<file path="src/rtl/lin_len_pkg.sv">
package lin_len_pkg;
  typedef enum logic {DIR_RX = 1'b0, DIR_TX = 1'b1} dir_e;
endpackage

</file>
<file path="src/rtl/lin_len_clamp.sv">
module lin_len_clamp #(
  parameter int W   = 4,
  parameter int MAX = 8
) (
  input  logic [W-1:0] val_i,
  output logic [W-1:0] val_o
);
  assign val_o = (int'(val_i) > MAX) ? W'(MAX) : val_i;
endmodule

</file>
<file path="src/rtl/lin_len_seq.sv">
module lin_len_seq
  import lin_len_pkg::*;
(
  input  logic clk_i,
  input  logic rst_ni,
  input  logic start_i,
  input  logic start_tx_i,
  input  logic byte_done_i,
  input  logic err_i,
  input  logic at_chk_i,
  output logic busy_o,
  output dir_e dir_o,
  output logic load_o,
  output logic cnt_en_o,
  output logic done_o
);
  logic busy_q, done_q, finish;
  dir_e dir_q;

  assign load_o   = start_i && !busy_q;
  assign finish   = busy_q && byte_done_i && !err_i && at_chk_i;
  assign cnt_en_o = busy_q && byte_done_i && !err_i && !at_chk_i;

  always_ff @(posedge clk_i or negedge rst_ni) begin
    if (!rst_ni) begin
      busy_q <= 1'b0;
      dir_q  <= DIR_RX;
      done_q <= 1'b0;
    end else begin
      done_q <= finish;
      if (load_o) begin
        busy_q <= 1'b1;
        dir_q  <= start_tx_i ? DIR_TX : DIR_RX;
      end else if (busy_q && (err_i || finish)) begin
        busy_q <= 1'b0;
      end
    end
  end

  assign busy_o = busy_q;
  assign dir_o  = dir_q;
  assign done_o = done_q;
endmodule

</file>
<file path="src/rtl/lin_resp_len.sv">
module lin_resp_len
  import lin_len_pkg::*;
#(
  parameter int LEN_W   = 4,
  parameter int MAX_LEN = 8
) (
  input  logic             clk_i,
  input  logic             rst_ni,
  input  logic             wr_en_i,
  input  logic [LEN_W-1:0] wr_rx_len_i,
  input  logic [LEN_W-1:0] wr_tx_len_i,
  input  logic             start_i,
  input  logic             start_tx_i,
  input  logic             byte_done_i,
  input  logic             err_i,
  output logic [LEN_W-1:0] rx_len_o,
  output logic [LEN_W-1:0] tx_len_o,
  output logic             busy_o,
  output logic             chk_next_o,
  output logic             done_o
);
  localparam int NFLD = 2;  // 0: receive field, 1: transmit field

  logic [LEN_W-1:0] fld_q  [NFLD];
  logic [LEN_W-1:0] wr_val [NFLD];
  logic [LEN_W-1:0] clamped[NFLD];
  logic load, cnt_en, busy, at_chk;
  dir_e dir_q;

  assign wr_val[0] = wr_rx_len_i;
  assign wr_val[1] = wr_tx_len_i;

  // count == length is symmetric, so direction does not matter here
  assign at_chk = busy && (fld_q[0] == fld_q[1]);

  lin_len_seq i_seq (
    .clk_i      (clk_i),
    .rst_ni     (rst_ni),
    .start_i    (start_i),
    .start_tx_i (start_tx_i),
    .byte_done_i(byte_done_i),
    .err_i      (err_i),
    .at_chk_i   (at_chk),
    .busy_o     (busy),
    .dir_o      (dir_q),
    .load_o     (load),
    .cnt_en_o   (cnt_en),
    .done_o     (done_o)
  );

  for (genvar i = 0; i < NFLD; i++) begin : g_fld
    // field i counts when the active direction is the other one
    localparam dir_e OWN_DIR = (i == 1) ? DIR_TX : DIR_RX;
    logic own_start;

    assign own_start = (start_tx_i == (OWN_DIR == DIR_TX));

    lin_len_clamp #(.W(LEN_W), .MAX(MAX_LEN)) i_clamp (
      .val_i(fld_q[i]),
      .val_o(clamped[i])
    );

    always_ff @(posedge clk_i or negedge rst_ni) begin
      if (!rst_ni) begin
        fld_q[i] <= '0;
      end else if (load) begin
        fld_q[i] <= own_start ? clamped[i] : '0;
      end else if (cnt_en && dir_q != OWN_DIR) begin
        fld_q[i] <= fld_q[i] + 1'b1;
      end else if (wr_en_i && !busy && !start_i) begin
        fld_q[i] <= wr_val[i];
      end
    end
  end

  assign rx_len_o   = fld_q[0];
  assign tx_len_o   = fld_q[1];
  assign busy_o     = busy;
  assign chk_next_o = at_chk;
endmodule

</file>
<file path="config.mk">
export PLATFORM = sky130hd
export DESIGN_NAME = lin_resp_len
export DESIGN_NICKNAME = d
export VERILOG_FILES = /design/src/rtl/lin_len_pkg.sv /design/src/rtl/lin_len_clamp.sv /design/src/rtl/lin_len_seq.sv /design/src/rtl/lin_resp_len.sv
export SDC_FILE = /design/constraint.sdc
export NUM_CORES = 1
export LEC_CHECK = 0
export ABC_AREA = 1
export BUFFER_PORTS_ARGS = -buffer_cell sky130_fd_sc_hd__buf_2
export CAP_MARGIN = 40
export CORE_AREA = 4 4 54 44
export DETAILED_ROUTE_END_ITERATION = 7
export DIE_AREA = 0 0 58 48
export GPL_TIMING_DRIVEN = 0
export HOLD_SLACK_MARGIN = 0.06
export PLACE_DENSITY = 0.74
export SLEW_MARGIN = 10
export SYNTH_ARGS = -nofsm -noshare
export SYNTH_HDL_FRONTEND = slang
export SYNTH_SLANG_ARGS = --single-unit
export TNS_END_PERCENT = 10
</file>
<file path="constraint.sdc">
create_clock -name clk_i -period 1.8 [get_ports clk_i]
set_clock_uncertainty 0.1 [all_clocks]
set_input_delay 0.18 -clock clk_i [delete_from_list [all_inputs] [get_ports clk_i]]
set_output_delay 0.18 -clock clk_i [all_outputs]
set_load 0.005 [all_outputs]
</file>
---- Yosys cells after proc, flatten, opt, wreduce, memory -nomap -nowiden ----
Cells that the tools add are included.
Widths: inputs -> output; s select.
word-level totals
  input bits .............................. 15
  word-level logic and storage cells ...... 47
  register bits after elaboration ......... 11
  output and inout bits ................... 11
operators by class
  bitwise logic cells ..................... 1
  reductions and logical operators ........ 21
  muxes and demuxes ....................... 13
  add/subtract/negate cells ............... 2
  $lt $le $gt $ge ......................... 2
  eq/ne operators ......................... 3
operators by type and width
  operator             count
  $mux 4               10
  $logic_and 1x1->1    11
  $add 4x1->4 const B  2
  $gt 4x4->1 const B   2
  $ne 3x2->1 const B   2
  $reduce_bool 3->1    2
  $eq 4x4->1           1
  $logic_not 1->1      4
  $reduce_and 2->1     2
  $mux 1               3
  $reduce_bool 2->1    1
  $logic_or 1x1->1     1
  $not 1->1            1

---- Longest topological paths before layout ----
Gate-level depths: netlist (run 1).
  depth after elaboration ................. 7
  mapped depth ............................ 11
  gate-level depth less buffers ........... 11

---- By module ----
From an unflattened synthesis (run 1), not the netlist that was laid out.
second synthesis, totals
  cell total of the unflattened synthesis .. 149
  area total of the unflattened synthesis .. 925.9 um^2
by module, submodules not included
  module         instances  seq. area each (um^2)  cells an instance  area each (um^2)
  lin_resp_len   1          200.2                  114                706.9
  lin_len_seq    1          75.1                   17                 141.4
  lin_len_clamp  2          0.0                    9                  38.8

---- Worst setup path before layout (run 1) ----
OpenSTA, ideal clock, no wires.
  path type ............................... reg-to-reg
  from .................................... register fld_q, in the netlist tx_len_o[2]
  to ...................................... register fld_q, in the netlist tx_len_o[3]
  clock period less this slack ............ 1,437 ps
  data required time ...................... 1,584 ps
  arrival ................................. 1,220 ps
  setup slack ............................. 363 ps
  path buffers ............................ 0
  library setup time ...................... 116 ps
  cell stages (with the launch flop) ...... 9
  cells stage by stage .................... dfrtp_1 xnor2_1 nand3_4 nand3_4 nand2_2 nand2_4 nor2_2 nand2_1 nand2_1
on the way
  cells in the longest elaborated chain, start to end .. 7
  elaborated cells between the ends (all ways) .. 12
  those cells by class .................... add/sub (1); order compare (1); eq/ne (2); mux (2); reduce/logical (6)
ends and longest elaborated chain
  what                                                                 RTL line            source
  from (decl)                                                          lin_resp_len.sv:24  logic [LEN_W-1:0] fld_q [NFLD];
  from (signal, indexed assignment)                                    lin_resp_len.sv:67  fld_q[i] <= own_start ? clamped[i] : '0;
  from (signal, indexed assignment)                                    lin_resp_len.sv:69  fld_q[i] <= fld_q[i] + 1'b1;
  from (signal, indexed assignment)                                    lin_resp_len.sv:71  fld_q[i] <= wr_val[i];
  $eq 4x4->1                                                           lin_resp_len.sv:34  assign at_chk = busy && (fld_q[0] == fld_q[1]);
  $logic_and 1x1->1                                                    lin_resp_len.sv:34
  $logic_not 1->1                                                      lin_len_seq.sv:22   assign cnt_en_o = busy_q && byte_done_i && !err_i && !at_chk_i;
  $logic_and 1x1->1                                                    lin_len_seq.sv:22
  $logic_and 1x1->1                                                    lin_resp_len.sv:68  end else if (cnt_en && dir_q != OWN_DIR) begin
  $reduce_bool 3->1 (no source line) / $mux 4 (equally long branches)  n/a
  $reduce_and 2->1 (no source line) / $mux 4 (equally long branches)   n/a
Parallel ways exist; a longest one is shown, timed or not.
A chain may end at the register's enable or synchronous reset.

---- Final worst setup path (run 1) ----
  from .................................... register fld_q, in the netlist tx_len_o[0]
  to ...................................... output chk_next_o
on the way
  cells in the longest elaborated chain, start to end .. 2
ends and longest elaborated chain
  what               RTL line            source
  $eq 4x4->1         lin_resp_len.sv:34
  $logic_and 1x1->1  lin_resp_len.sv:34
  to (decl)          lin_resp_len.sv:19  output logic chk_next_o,
No other way between the ends.

==> impl_results.md, run 1 <==
* Die area at 0.00278 sq mm
* Yosys top cell area share at 31.8%
* Largest net degree at the start of global routing at 12
* Cell taking the most area after synthesis: dfrtp_1
* Num ports at 26
* ANT nets after route at 0
* Post-synthesis cell area at 866 sq um
* CP peak stage delay at 0.43 ns
* NetSw at 439 uW
* Crit. End Element: primary output
* CP bufs+invs at 3
* Total track usage at 16.4%
* Hold EP: rx_len_o[3]
* Status: complete, no violations
* # DRC at 0
* Crit path required time at 1.52 ns
* Worst Hold Launch: wr_rx_len_i[3]
* VDD IR max at 0.535 mV
* Routed via count divided by cell count at 4.75
* Combinational group share of total power at 44.4%
* HPWL after DPL at 1480 um
* Rel. slew slack at 72.9%
* Synth Net Count at 135
* Net Sw Frac at 43.0%
* Drt initial violations at 21
* Total number of vias at 807
* Detailed Route WL at 1920 um
* Maximum clock path buffer count at 2
* Root Buffer: clkbuf_4
* Core Box Area at 0.00189 sq mm
* Met3 WL at 168 um
* # diodes at 0
* F_max at 610 MHz
* Hold Path Stages at 5
* CTS sink count at 11
* Yosys warning count at 0
* Worst-Skew Late Latency at 0.28 ns
* CP max stage cell: dfrtp_1
* Worst-margin pin slew at 0.402 ns
* Wire length on met1 at 929 um
* Remaining global-route overflow at 0
* Antenna violations before repair at 0
* FF-to-FF Start: i_seq.busy_o
* Placed Area at 0.00102 sq mm
* First-pass GRT wire length at 3370 um
* Kind of critical path: flip-flop to primary output
* Number of cells on the critical path at 7
* Post-synth cell types at 22
* CP Cell Sequence: inv_1 -> nand2_1 -> nand2_1 -> nor2_4 -> nand3_4 -> inv_1 -> buf_2
* Share of cells above drive strength 1 at 31.5%
* Htree depth at 1
* Internal power at 583 uW
* Final TNS setup at 0 ns
* Setup Viol. Count Final at 0
* Final hold viol count at 0
* RSZ-0062 raised after global routing: no
* Std-Cell Rows at 14
* Nets at 166
* Crit path time final at 1.64 ns
* Count of input and output buffers at 25
* Placer's final routability congestion estimate at 0.765
* Layout area overhead at 22.3%
* R2R Setup Slk at 0.23 ns
* Most frequent cells in the layout: nand2_1, buf_2, inv_1
* Top Family by Delay on Critical Path: flip-flops
* Clk pin slew, worst setup/hold paths at 0.08 ns
* Share of power burned in registers at 38.5%
* FF-to-FF path depth at 6
* Clk network pwr share at 17.1%
* Initial Util at 45.8%
* Cells after synthesis at 116
* Final Max Tran Viols at 0
* Worst R2R End: rx_len_o[0]
* WL met2 at 801 um
* Post-synth EDFFs at 0
* Final instance area at 0.00106 sq mm
* CP Launch Type: flip-flop
* Critical path arrival at 1.36 ns
* Most used flip-flop cell after synthesis: dfrtp_1
* Post-synth ARST share at 100%
* Max Cap Viol at 0
* Synth Register Bits at 11
* Drt wl/cell at 11.3 um
* Post-synthesis sequential area ratio at 31.8%
* Min-Delay Path Class: primary input to flip-flop
* TritonCTS clock tree: built
* Clock buffer count from CTS at 3
* Ranking of synthesized cells by area: dfrtp_1, nand2_1, inv_1
* Commonest non-fill, non-tap cell in the layout: nand2_1
* Vias in the first global route at 754
* Post-route clock period utilization at 91.1%
* Die H at 48 um
* Pre-Repair DR Iteration Count at 6
* Pwr Density at 966 mW/mm^2
* Synthesized area per cell at 7.46 sq um
* Top Metal Used: met4
* Fill cells at 199
* CP max FO at 6
* P_leak at 0.597 nW
* Die X at 58 um
[worst min-delay path, cell delays in order]
cell and delay (ns):
buf_2 0.08, nand2_1 0.04, nand3_1 0.06, nand2_1 0.05
nand2_1 0.04
[power by group through the flow]
| stage | clock, mW | combinational (mW) | sequential, mW |
|---|---|---|---|
| 5_1_grt | 0.190 | 0.529 | 0.410 |
| 4_1_cts | 0.179 | 0.461 | 0.393 |
| 6_report | 0.175 | 0.454 | 0.393 |
| 2_1_floorplan | 0 | 0.324 | 0.385 |
| 3_3_place_gp | 0 | 0.447 | 0.395 |
| 3_5_place_dp | 0 | 0.457 | 0.398 |
[worst max path at each step]
stage,to,start
final,chk_next_o,tx_len_o[0]
after global routing,chk_next_o,tx_len_o[1]
after CTS,chk_next_o,rx_len_o[0]
after detailed placement,tx_len_o[3],rx_len_o[0]
after global placement,tx_len_o[3],tx_len_o[0]
after floorplan,tx_len_o[3],tx_len_o[2]
[cells by family (layout without fill, tap and decap cells)]
| logic type | count (synthesis) | in the layout | synth area share [%] |
|---|---|---|---|
| AO/OA/AOI/OAI | 13 | 13 | 8.38 |
| XOR/XNOR | 5 | 5 | 5.06 |
| adder cells (fa/ha/maj) | 4 | 4 | 5.78 |
| buffers and inverters | 18 | 48 | 7.80 |
| flip-flops | 11 | 11 | 31.8 |
| AND/OR/NAND/NOR | 65 | 65 | 41.2 |
[sequential cells by signal (all words and copies together), names as in the netlist]
register / flops
rx_len_o: 4
tx_len_o: 4
i_seq.busy_o: 1
i_seq.dir_o: 1
i_seq.done_o: 1
[metal layers]
metal,vias to the layer above,GRT usage (%)
met5,-,0
met2,30,25.2
met4,0,5.56
met3,2,5.12
met1,354,22.2
li1,421,-
[synthesized netlist by cell type (2+ instances only)]
cell type  instances
xnor2_1            4
nand3_1            4
nand2_1           41
nand2_4            2
inv_2              2
o21ai_2            2
nor2_1             3
nor2_2             3
nand3_4            3
inv_1             16
nand2_2            2
dfrtp_1           11
nand4_1            2
o21ai_0           10
ha_1               4
[per-stage QoR]
stage          instances  hold WS [ns]  utilization, %  setup slack, ns  total power, mW
6_report             170         0.101            56.0            0.161             1.02
3_3_place_gp         165       -0.0367            54.0            0.235            0.842
2_1_floorplan        116        -0.216               -            0.363            0.709
3_5_place_dp         165       -0.0330            54.0            0.212            0.855
4_1_cts              170        0.0968            55.9            0.123             1.03
5_1_grt              170         0.116            56.0           0.0201             1.13
[cell type report]
class	instances	area (sq um)	area share [%]
Clock buffer	4	26.3	2.48
Inverter	18	67.6	6.38
Multi-Input combinational cell	87	523	49.4
Sequential cell	11	277	26.1
Tap cell	24	30.0	2.84
Timing Repair Buffer	26	135	12.8
[repair_timing]
action,CTS,global route
buffers inserted,0,0
hold endpoints to repair,11,0
resized for setup,0,1
hold buffers,1,0
endpoints found under the setup margin,0,1
Note: power is estimated with default switching activity, not from simulation.
==> run 2, diff against run 1 <==
- ABC_AREA: 1 -> unset
- CORE_AREA: 4 4 54 44 -> 4 4 47 49
- DIE_AREA: 0 0 58 48 -> 0 0 51 53
- PLACE_DENSITY: 0.74 -> 0.73
- SETUP_SLACK_MARGIN: unset -> 0.3
==> run 2 against run 1 <==
Global-route usage increased by 2.3 points. Non-clock buffer count increased by 16. Die area shrank 2.9%. Combinational power is 140% higher. Area after synthesis fell by 3.9%. First-iteration DRC count decreased by 19%. Design area increased by 21%. Worst hold slack lost 0.021 ns. Via count grew 9.0%. Critical path depth fell by 3. Synthesized cell count down 18%. Count of clock-buffer cells in the layout unchanged. The flow now finishes with violations (negative setup slack).
==> impl_results.md, run 2 <==
* Status: finished with violations
* Failing checks: negative setup slack
* Layout area overhead at 54.1%
* Internal power at 974 uW (+67%)
* CP Cell Sequence: xor2_4 -> o41a_1 -> a32oi_1 -> o211ai_1
* Drt wl/cell at 14.3 um (+27%)
* Share of power burned in registers at 28.9% (-9.6 points)
* Count of input and output buffers at 25 (unchanged)
* First-pass GRT wire length at 3810 um (+13%)
* Critical path arrival at 1.85 ns (+0.49 ns)
* CP max stage cell: o41a_1
* Detailed Route WL at 2370 um (+24%)
* Yosys warning count at 0 (unchanged)
* Core Box Area at 0.00186 sq mm (-1.6%)
* CP max FO at 8 (+2)
* Max Cap Viol at 0 (unchanged)
* Hold EP: tx_len_o[0]
* Final hold viol count at 0 (unchanged)
* Post-synthesis cell area at 832 sq um (-3.9%)
* Die X at 51 um (-12%)
* Die area at 0.00270 sq mm (-2.9%)
* Root Buffer: clkbuf_4
* Share of cells above drive strength 1 at 44.6% (+13 points)
* Antenna violations before repair at 0 (unchanged)
* Most used flip-flop cell after synthesis: dfrtp_1
* Top Family by Delay on Critical Path: compound AO/OA/AOI/OAI gates
* Final TNS setup at -0.00473 ns (-0.00473 ns)
* Vias in the first global route at 811 (+7.6%)
* Worst R2R End: rx_len_o[3]
* Yosys top cell area share at 33.1% (+1.3 points)
* Kind of critical path: flip-flop to flip-flop
* Maximum clock path buffer count at 2 (unchanged)
* RSZ-0062 raised after global routing: yes
* Remaining global-route overflow at 0 (unchanged)
* Worst-margin pin slew at 0.678 ns (+0.277 ns)
* R2R Setup Slk at -0.005 ns (-0.23 ns)
* Final instance area at 0.00128 sq mm (+21%)
* Post-route clock period utilization at 100% (+9.2 points)
* Min-Delay Path Class: primary input to flip-flop
* Rel. slew slack at 54.7% (-18 points)
* VDD IR max at 0.971 mV (+81%)
* Most frequent cells in the layout: buf_2, nand2_1, buf_4
* Total power at 1.78 mW (+74%)
* Hold WS at 0.0797 ns (-0.0210 ns)
* NetSw at 807 uW (+84%)
* # diodes at 0 (unchanged)
* Crit. End Element: flip-flop
* Drt initial violations at 17 (-19%)
* Ranking of synthesized cells by area: dfrtp_1, nand2_1, ha_1
* Routed via count divided by cell count at 5.30 (+12%)
* Cell taking the most area after synthesis: dfrtp_1
* Total number of vias at 880 (+9.0%)
* Cells after synthesis at 95 (-18%)
* FF-to-FF Start: tx_len_o[2]
* Clk network pwr share at 9.7% (-7.4 points)
* Most frequent cells after synthesis: nand2_1, dfrtp_1, inv_1
* TritonCTS clock tree: built
* F_max at 554 MHz (-9.2%)
* Std-Cell Rows at 16 (+2)
* Crit path required time at 1.84 ns (+0.32 ns)
* Pre-Repair DR Iteration Count at 4 (-2)
* Crit path time final at 1.80 ns (+0.166 ns)
* Combinational group share of total power at 61.5% (+17 points)
* Clock buffer count from CTS at 3 (unchanged)
* Post-synth ARST share at 100% (unchanged)
* Worst Slack Setup Final at -0.00468 ns (-0.166 ns)
* HPWL after DPL at 1610 um (+8.2%)
* Largest net degree at the start of global routing at 12 (unchanged)
* Total track usage at 18.8% (+2.3 points)
* Pwr Density at 1390 mW/mm^2 (+44%)
* # DRC at 0 (unchanged)
* Pre-CTS setup slack at -0.0925 ns (-0.304 ns)
* Net Sw Frac at 45.3% (+2.3 points)
* Placed Area at 0.00100 sq mm (-2.0%)
* Synth Register Bits at 11 (unchanged)
* Synth Net Count at 114 (-16%)
* ANT nets after route at 0 (unchanged)
* Post-synth EDFFs at 0 (unchanged)
* Post-synthesis sequential area ratio at 33.1% (+1.3 points)
* CP bufs+invs at 0 (-3)
* Commonest non-fill, non-tap cell in the layout: buf_2
* Die H at 53 um (+10%)
* CTS sink count at 11 (unchanged)
* Final Max Tran Viols at 0 (unchanged)
* Synthesized area per cell at 8.76 sq um (+17%)
* Worst-Skew Late Latency at 0.27 ns (about the same)
* CP Launch Type: flip-flop
* Htree depth at 1 (unchanged)
* Most numerous cell in the Yosys netlist: nand2_1
* Num ports at 26 (unchanged)
* Placer's final routability congestion estimate at 0.712 (-6.9%)
* Initial Util at 44.7% (-1.1 points)
* Clk pin slew, worst setup/hold paths at 0.08 ns (about the same)
* Worst Hold Launch: wr_tx_len_i[0]
* CP peak stage delay at 0.55 ns (+0.12 ns)
* Hold Path Stages at 3 (-2)
* P_leak at 0.596 nW (-0.14%)
* FF-to-FF path depth at 4 (-2)
* Nets at 159 (-4.2%)
* Post-synth cell types at 36 (+64%)
* Setup Viol. Count Final at 2 (+2)
## run 2: layer usage
| metal | wire length, um | vias up | share of wire [%] | track usage (%) |
|---|---|---|---|---|
| met5 | 0 | - | 0 | 0 |
| met2 | 1160 | 24 | 49 | 31.3 |
| li1 | - | 435 | - | - |
| met4 | 0 | 0 | 0 | 5.38 |
| met3 | 130 | 0 | 5.5 | 3.10 |
| met1 | 1090 | 421 | 46 | 24.8 |
## run 2: cell type report
cell class,count,area (sq um)
inverter,9,33.8
sequential,11,285
timing repair buffer,40,255
tap,27,33.8
buffer,2,12.5
clock buffer,4,26.3
multi-input combinational,73,636
fill,149,579
## run 2: logic make-up (layout without fill, tap and decap cells)
group	Yosys count	after routing	synth area share, %
buffers and inverters	11	55	5.11
adders and majority gates	4	4	6.02
AOI/OAI and AO/OA	29	29	27.8
DFF	11	11	33.1
xor gates and xnor gates	5	5	5.26
and+or+nand+nor	35	35	22.7
## run 2: how the worst max path moves through the flow
stage / start / end / slack, ns / cells after the start
after global routing: tx_len_o[2] / rx_len_o[2] / -0.05 / 4
final: tx_len_o[2] / rx_len_o[3] / -0.005 / 4
after floorplan: rx_len_o[2] / tx_len_o[3] / 0.08 / 4
after detailed placement: i_seq.busy_o / tx_len_o[2] / -0.09 / 5
after CTS: tx_len_o[2] / tx_len_o[3] / 0.0007 / 4
after global placement: i_seq.busy_o / tx_len_o[2] / -0.06 / 5
## run 2: repair_timing
| item | in CTS | in global routing |
|---|---|---|
| setup buffers | 8 | 3 |
| hold buffers | 4 | 0 |
| setup endpoints to repair | 11 | 12 |
| gates cloned | 0 | 0 |
| pin swaps | 7 | 9 |
| gates resized for setup | 12 | 17 |
| endpoints found under the hold margin | 14 | 0 |
## run 2: stage by stage
step,utilization [%],instances
CTS,63.7,163
finish,68.9,166
floorplan,-,95
global placement,53.8,147
detailed placement,53.8,147
global route,68.9,166
## run 2: worst register-to-register path: stages (launching register included)
cell and delay [ns]:
dfrtp_2 0.45, xor2_4 0.21, o41a_1 0.55, a32oi_1 0.25, o211ai_1 0.12
## run 2: power groups by stage
stage,combinational [mW],clock [mW],sequential [mW]
2_1_floorplan,0.476,0,0.492
3_3_place_gp,0.664,0,0.513
3_5_place_dp,0.691,0,0.523
4_1_cts,0.974,0.178,0.486
5_1_grt,1.20,0.189,0.531
6_report,1.10,0.172,0.514
==> run 3, diff against run 2 <==
- BUFFER_PORTS_ARGS: -buffer_cell sky130_fd_sc_hd__buf_2 -> unset
- CORE_AREA: 4 4 47 49 -> 4 4 44 46
- DIE_AREA: 0 0 51 53 -> 0 0 48 50
- DONT_BUFFER_PORTS: unset -> 1
- HOLD_SLACK_MARGIN: 0.06 -> unset
- PLACE_DENSITY: 0.73 -> 0.69
- RECOVER_POWER: unset -> 50
==> run 3 against run 2 <==
Worst hold slack lost 0.064 ns. Combinational power shrank 30%. Highest routed layer is now met4. First-iteration DRC count is the same. The run still ends with negative setup slack left. Count of clock-buffer cells in the layout is the same. Total power shrank 14%. Flip-flop and latch count is the same. Global-route usage grew 2.1 points. Maximum frequency shrank 4.2%. Critical path type unchanged. Critical path depth is the same. Non-clock buffer count shrank 26.
==> impl_results.md, run 3 (synthesized netlist as in run 2, its figures left out) <==
* Status: finished with violations
* Failing checks: negative setup slack
* Area of the multi-input gates at 618 sq um (-2.8%)
* HPWL after DPL at 1470 um (-8.2%)
* Placer's final routability congestion estimate at 0.775 (+8.9%)
* Count of input and output buffers at 0 (-100%)
* RSZ-0062 raised after global routing: yes
* Die H at 50 um (-5.7%)
* # DRC at 0 (unchanged)
* Final hold viol count at 0 (unchanged)
* Fill cells at 106 (-29%)
* Worst Slack Setup Final at -0.0845 ns (-0.0798 ns)
* Share of cells above drive strength 1 at 26.5% (-18 points)
* Most frequent cells in the layout: nand2_1, inv_1, dlygate4sd3_1
* Pwr Density at 1370 mW/mm^2 (-1.6%)
* Commonest non-fill, non-tap cell in the layout: nand2_1
* Drt initial violations at 17 (unchanged)
* Htree depth at 1 (unchanged)
* Kind of critical path: flip-flop to flip-flop
* Worst-margin pin slew at 0.722 ns (+0.0436 ns)
* ANT nets after route at 0 (unchanged)
* Crit path time final at 1.88 ns (+0.0798 ns)
* Crit path required time at 1.84 ns (about the same)
* Pre-CTS setup slack at -0.0867 ns (+0.00580 ns)
* Pre-Repair DR Iteration Count at 4 (unchanged)
* Post-route clock period utilization at 105% (+4.4 points)
* Num ports at 26 (unchanged)
* Rel. slew slack at 51.8% (-2.9 points)
* Routed via count divided by cell count at 6.31 (+19%)
* Vias in the first global route at 815 (+0.49%)
* Antenna violations before repair at 0 (unchanged)
* Layout area overhead at 34.0%
* CP Launch Type: flip-flop
* First-pass GRT wire length at 3600 um (-5.4%)
* Root Buffer: clkbuf_4
* Drt wl/cell at 17.3 um (+21%)
* Total number of vias at 814 (-7.5%)
* Remaining global-route overflow at 0 (unchanged)
* Final instance area at 0.00111 sq mm (-13%)
* VDD IR max at 0.754 mV (-22%)
* Die area at 0.00240 sq mm (-11%)
* Std-Cell Rows at 14 (-2)
* Crit. End Element: flip-flop
* Worst-Skew Late Latency at 0.27 ns (about the same)
* R2R Setup Slk at -0.08 ns (-0.08 ns)
* TritonCTS clock tree: built
* Detailed Route WL at 2230 um (-6.0%)
* Hold WS at 0.0157 ns (-0.0640 ns)
* F_max at 531 MHz (-4.2%)
* Maximum clock path buffer count at 2 (unchanged)
* Clk pin slew, worst setup/hold paths at 0.07 ns (about the same)
* P_leak at 0.480 nW (-20%)
* Final Core Density at 74.0% (+5.1 points)
* Max Cap Viol at 0 (unchanged)
* Total track usage at 20.9% (+2.1 points)
* Initial Util at 55.2% (+11 points)
* Placed Area at 867 sq um (-13%)
* Nets at 133 (-16%)
* Setup Viol. Count Final at 5 (+3)
* Min-Delay Path Class: primary input to flip-flop
* Die X at 48 um (-5.9%)
* Largest net degree at the start of global routing at 12 (unchanged)
* Core Box Area at 0.00151 sq mm (-19%)
* Critical path arrival at 1.92 ns (+0.07 ns)
* # diodes at 0 (unchanged)
* Final Max Tran Viols at 0 (unchanged)
* Storage cell area at 280 sq um (-1.8%)
* Clock buffer count from CTS at 3 (unchanged)
* CTS sink count at 11 (unchanged)
* CP max FO at 8 (unchanged)
## run 3: cell count changes in the layout (fill, tap and decap cells not counted), moves of 2 or more
cell,delta
dfrtp_2,-4
o21ai_0,-2
dfrtp_1,+4
buf_2,-23
dlygate4sd3_1,+4
xor2_2,+2
buf_4,-7
xor2_4,-2
## run 3: critical path, stage by stage (launching register included)
cell and delay, ns:
dfrtp_2 0.49, xor2_2 0.24, o41a_1 0.57, a32oi_2 0.25, o211ai_1 0.12
## run 3: final cells by class
class / instances / share of cell area (%)
multi-input combinational: 73 / 55.4
sequential: 11 / 25.1
timing repair buffer: 14 / 11.1
inverter: 9 / 3.03
clock buffer: 4 / 2.36
tap: 16 / 1.80
buffer: 2 / 1.12
## run 3: final timing paths
check	endpoint	depth (start not counted)	startpoint
min reg2reg	i_seq.dir_o	2	i_seq.dir_o
max	rx_len_o[3]	4	tx_len_o[0]
max reg2reg	rx_len_o[3]	4	tx_len_o[0]
min in group asynchronous	i_seq.done_o	1	rst_ni
min	i_seq.done_o	1	err_i
max in group asynchronous	tx_len_o[2]	1	rst_ni
## run 3: routing by layer
metal | up-vias | GRT usage (%) | part of all wire [%]
met1 | 392 | 27.9 | 43
li1 | 386 | - | -
met2 | 34 | 30.4 | 49
met3 | 2 | 4.73 | 6.9
met5 | - | 0 | 0
met4 | 0 | 10.8 | 0.85
## run 3: timing repair
action,in CTS,in global routing
endpoints found under the setup margin,11,11
setup buffers,5,0
pin swaps,11,5
resized for setup,17,6
hold buffers,7,1
hold endpoints to repair,16,1
## run 3: metrics by stage
| step | setup TNS (ns) | std cells | power (mW) |
|---|---|---|---|
| after floorplan | 0 | 95 | 0.968 |
| after global placement | -0.406 | 111 | 1.09 |
| after detailed placement | -0.204 | 112 | 1.11 |
| after CTS | -0.140 | 128 | 1.45 |
| after global routing | -0.563 | 129 | 1.66 |
| final | -0.170 | 129 | 1.52 |
## run 3: power by group
part	internal [mW]	switching [mW]	total, mW
clock network	0.0856	0.0852	0.171
registers	0.347	0.232	0.579
logic	0.363	0.411	0.775
